## src/rtl/throttle_pkg.sv

```systemverilog
package throttle_pkg;
  typedef struct packed {
    logic slotAdvance;
    logic periodStart;
  } slot_strobe_t;
endpackage

```

## src/rtl/throttle_slot_ctrl.sv

```systemverilog
module throttle_slot_ctrl
  import throttle_pkg::*;
#(
  parameter int SLOT_BITS = 3
) (
  input  logic                 clk,
  input  logic                 rstN,
  input  logic                 periodTick,
  output logic [SLOT_BITS-1:0] slotIdx,
  output slot_strobe_t         strobes
);
  localparam logic [SLOT_BITS-1:0] LAST_SLOT = {SLOT_BITS{1'b1}};

  always_ff @(posedge clk or negedge rstN) begin
    if (!rstN) slotIdx <= '0;
    else if (periodTick) slotIdx <= slotIdx + 1'b1;
  end

  always_comb begin
    strobes.slotAdvance = periodTick;
    strobes.periodStart = periodTick && (slotIdx == LAST_SLOT);
  end

  // no tick, no slot movement
  a_r6_slot_hold: assert property (@(posedge clk) disable iff (!rstN)
    !periodTick |=> $stable(slotIdx));
  // a tick moves the slot forward by exactly one
  a_r6_slot_step: assert property (@(posedge clk) disable iff (!rstN)
    periodTick |=> slotIdx == SLOT_BITS'($past(slotIdx) + 1'b1));
endmodule

```

## src/rtl/throttle_duty_path.sv

```systemverilog
module throttle_duty_path
  import throttle_pkg::*;
#(
  parameter int SLOT_BITS = 3
) (
  input  logic                 clk,
  input  logic                 rstN,
  input  logic                 throttleEn,
  input  logic [SLOT_BITS-1:0] dutyCode,
  input  logic [SLOT_BITS-1:0] slotIdx,
  input  slot_strobe_t         strobes,
  output logic                 runEnable
);
  localparam logic [SLOT_BITS-1:0] RESERVED_CODE = '0;

  logic                 activeEn;
  logic [SLOT_BITS-1:0] activeCode;
  logic                 fullDuty;

  always_ff @(posedge clk or negedge rstN) begin
    if (!rstN) begin
      activeEn   <= 1'b0;
      activeCode <= '0;
    end else if (strobes.periodStart) begin
      activeEn   <= throttleEn;
      activeCode <= dutyCode;
    end
  end

  always_comb begin
    fullDuty  = !activeEn || (activeCode == RESERVED_CODE);
    runEnable = fullDuty || (slotIdx < activeCode);
  end

  // captured settings change only at a period boundary
  a_r5_settings_hold: assert property (@(posedge clk) disable iff (!rstN)
    !strobes.periodStart |=> $stable(activeEn) && $stable(activeCode));
  // the first slot of every period always runs
  a_r2_first_slot_runs: assert property (@(posedge clk) disable iff (!rstN)
    (slotIdx == '0) |-> runEnable);
  // throttling off holds the enable high
  a_r1_disabled_full: assert property (@(posedge clk) disable iff (!rstN)
    !activeEn |-> runEnable);
  // without a tick or a boundary, the output holds
  a_r6_output_hold: assert property (@(posedge clk) disable iff (!rstN)
    !strobes.slotAdvance |=> $stable(runEnable));
endmodule

```

## src/rtl/throttle_duty_gate.sv

```systemverilog
module throttle_duty_gate
  import throttle_pkg::*;
#(
  parameter int SLOT_BITS = 3
) (
  input  logic                 clk,
  input  logic                 rstN,
  input  logic                 throttleEn,
  input  logic [SLOT_BITS-1:0] dutyCode,
  input  logic                 periodTick,
  output logic                 runEnable
);
  logic [SLOT_BITS-1:0] slotIdx;
  slot_strobe_t         strobes;

  throttle_slot_ctrl #(.SLOT_BITS(SLOT_BITS)) ctrl_i (
    .clk(clk), .rstN(rstN), .periodTick(periodTick),
    .slotIdx(slotIdx), .strobes(strobes)
  );

  throttle_duty_path #(.SLOT_BITS(SLOT_BITS)) path_i (
    .clk(clk), .rstN(rstN), .throttleEn(throttleEn), .dutyCode(dutyCode),
    .slotIdx(slotIdx), .strobes(strobes), .runEnable(runEnable)
  );

  // the first cycle after reset runs at full duty
  a_r4_reset_runs: assert property (@(posedge clk)
    !rstN |=> runEnable);
endmodule

```

## config.mk

```make
export PLATFORM = sky130hd
export DESIGN_NAME = throttle_duty_gate
export DESIGN_NICKNAME = d
export VERILOG_FILES = /design/src/rtl/throttle_pkg.sv /design/src/rtl/throttle_slot_ctrl.sv /design/src/rtl/throttle_duty_path.sv /design/src/rtl/throttle_duty_gate.sv
export SDC_FILE = /design/constraint.sdc
export NUM_CORES = 1
export LEC_CHECK = 0
export BUFFER_PORTS_ARGS = -buffer_cell sky130_fd_sc_hd__buf_2
export CORE_AREA = 2 2 39 41
export CTS_CLUSTER_DIAMETER = 120
export DETAILED_ROUTE_END_ITERATION = 10
export DIE_AREA = 0 0 41 43
export GPL_TIMING_DRIVEN = 0
export RECOVER_POWER = 25
export SLEW_MARGIN = 20
export SYNTH_ARGS = -nofsm -noshare
export SYNTH_HDL_FRONTEND = slang
export SYNTH_SLANG_ARGS = --single-unit
```

## constraint.sdc

```tcl
create_clock -name clk -period 2 [get_ports clk]
set_clock_uncertainty 0.2 [all_clocks]
set_input_delay 0.2 -clock clk [delete_from_list [all_inputs] [get_ports clk]]
set_output_delay 0.2 -clock clk [all_outputs]
set_load 0.01 [all_outputs]
```

==> flow_summary.ini <==
[final_layout]
antenna_cells = 0
finalNetCount = 56
seqCellArea_um2 = 175
synthToLayoutAreaGrowth_pct = 44.0
fin_util_pct = 35.8
drive_above_1_share_pct = 40.9
instances_no_fill = 60
fillers = 151
stdcell_area_um2 = 495
multi_input_area_um2 = 165

[run_status]
status = complete, no violations

[timing]
tns_ps = 0
setup_violations = 0
min_period_ps = 1840
finalCritPeriodShare_pct = 91.9
finalHoldViolations = 0
fmax_mhz = 544
fin_ws_ps = 163
relSlewSlack_pct = 73.6
worst-slew-pin-transition_ps = 397
holdWs_ps = 185
final_max_slew_viol_count = 0
rsz0062_at_grt = false

[synthesis]
syn-num-nets = 37
synth.distinct_cells = 11
ys_ff_latch = 7
netlist_instances = 26
syn-cell-area_um2 = 344
yosysWarnings = 0
seq_area_frac_synth_pct = 50.9
syn_avg_cell_area_um2 = 13.2

[detailed_routing]
finalWirelength_um = 609
dr.pass1.iters = 2
ant_nets = 0
drtIter0Drc = 3
vias = 250
avgRoutedWirePerCell_um = 10.2
via_per_inst = 4.17
drc = 0

[worst_setup_path]
path_class = reg -> out
crit_fanout = 3
worstPathArrival_ps = 1440
worst_setup_path_end_kind = output port
ff2ff_path_depth = 4
rrSetupSlack_ps = 430
timing.rr.start = ctrl_i.slotIdx[0]
cp-start-kind = register
required_ps = 1600
worstReg2RegEnd = path_i.activeCode[0]

[floorplan]
boundaryPins = 8
dieHeight_um = 43
core_area_mm2 = 0.00138
num_rows = 14
initial_core_util_pct = 24.9
die_x_um = 41
design.die.area_mm2 = 0.00176

[power_and_ir_drop]
ir_drop_uv = 597
p_int_mw = 0.460
p_per_area_mw_per_mm2 = 1370
power_leakage_nw = 0.232
power_mw = 0.679
power_frac_seq_pct = 39.7
clockPowerShare_pct = 19.1
switching_share_pct = 32.3
pwr-share-comb_pct = 41.2
switchingPower_mw = 0.219

[job]
cap_violations = 0

[clock_tree]
clock_latency_ps = 250
numCtsBuffers = 3
cts-root-buf = clkbuf_4
clkSinkCount = 7
cts_buffer_depth = 2
clk_pin_slew_ps = 50
cts_tree = built
htreeDepth = 1

[place]
port_buffers = 7
post-place-ws_ps = 406
dp_cells = 49
gp_congestion = 0.700
dp_hpwl_um = 449
placed_area_um2 = 399

[global_routing]
grt_pass1_wl_um = 1040
grt_pass1_vias = 258
antenna_found_initial = 0
gr-total-overflow = 0
grtUsageTotal_pct = 9.70
grt_max_degree = 8

[worst_hold_path]
hold_class = in -> async
## logic make-up (layout without fill, tap and decap cells)
group,Yosys count,after routing,synth area share (%)
flops,7,7,50.9
mux,6,6,19.6
fa+ha+maj,4,4,14.5
compound gates,3,3,5.45
simple gates,3,3,4.73
buf+inv,2,20,2.18
xor+xnor,1,1,2.55
## how the worst max path moves through the flow
| stage | startpoint | to | slack (ps) | cells after the start |
|---|---|---|---|---|
| after floorplan | ctrl_i.slotIdx[0] | path_i.activeCode[0] | 500 | 4 |
| after global placement | ctrl_i.slotIdx[2] | runEnable | 410 | 5 |
| after detailed placement | ctrl_i.slotIdx[2] | runEnable | 410 | 5 |
| after CTS | ctrl_i.slotIdx[2] | runEnable | 120 | 5 |
| after global routing | ctrl_i.slotIdx[2] | runEnable | 40 | 5 |
| final | ctrl_i.slotIdx[2] | runEnable | 160 | 5 |
## cells in the mapped netlist
library cell	n	area share, %
ha_1	4	15
dfrtp_1	7	51
nor2b_1	1	1.8
inv_1	2	2.2
mux2_2	6	20
xor2_1	1	2.5
o311ai_0	1	2.5
nand2_2	1	1.8
a21oi_1	1	1.5
o21ai_0	1	1.5
nand2_1	1	1.1
## flip-flops by register name (all words and copies together) (netlist names)
signal	count
ctrl_i.slotIdx	3
path_i.activeCode	3
path_i.activeEn	1
## power by group through the flow
stage                     clock network, mW  registers, mW  logic, mW
after floorplan                           0          0.256      0.190
after global placement                    0          0.270      0.234
after detailed placement                  0          0.274      0.241
after CTS                             0.136          0.271      0.250
after global routing                  0.146          0.281      0.331
final                                 0.130          0.269      0.280
## layer usage
metal  GRT usage [%]  wire length (um)
met5               0                 0
met2            11.6               256
met3            7.85                53
met4            6.00                10
met1            11.5               289
## timing repair
action / 4_1_cts / 5_1_grt
buffers inserted: 0 / 1
hold buffers: 6 / 0
endpoints found under the setup margin: 0 / 1
endpoints found under the hold margin: 12 / 0
resized for setup: 0 / 2
## area by class of cell
class / instances / share of cell area (%)
inverters: 2 / 1.52
multi-input cells: 17 / 33.3
repair buffers: 14 / 20.5
clock buffers: 4 / 5.30
well taps: 16 / 4.04
flip-flops and latches: 7 / 35.4
## layout by cell type, fill, tap and decap left out
cell type      count
dfrtp_1            7
mux2_2             6
dlygate4sd3_1      6
buf_2              6
ha_1               4
clkbuf_4           3
inv_1              2
clkbuf_1           2
nor2b_1            1
nand2_1            1
a21oi_2            1
o21ai_0            1
o311ai_1           1
nand2_2            1
xor2_1             1
buf_4              1
## worst max-delay path: stages, from the launching register on
cell and delay (ps):
dfrtp_1 390, ha_1 330, a21oi_2 120, o21ai_0 90, o311ai_1 80, buf_2 180
No activity file was read; power rests on OpenSTA's default activity.
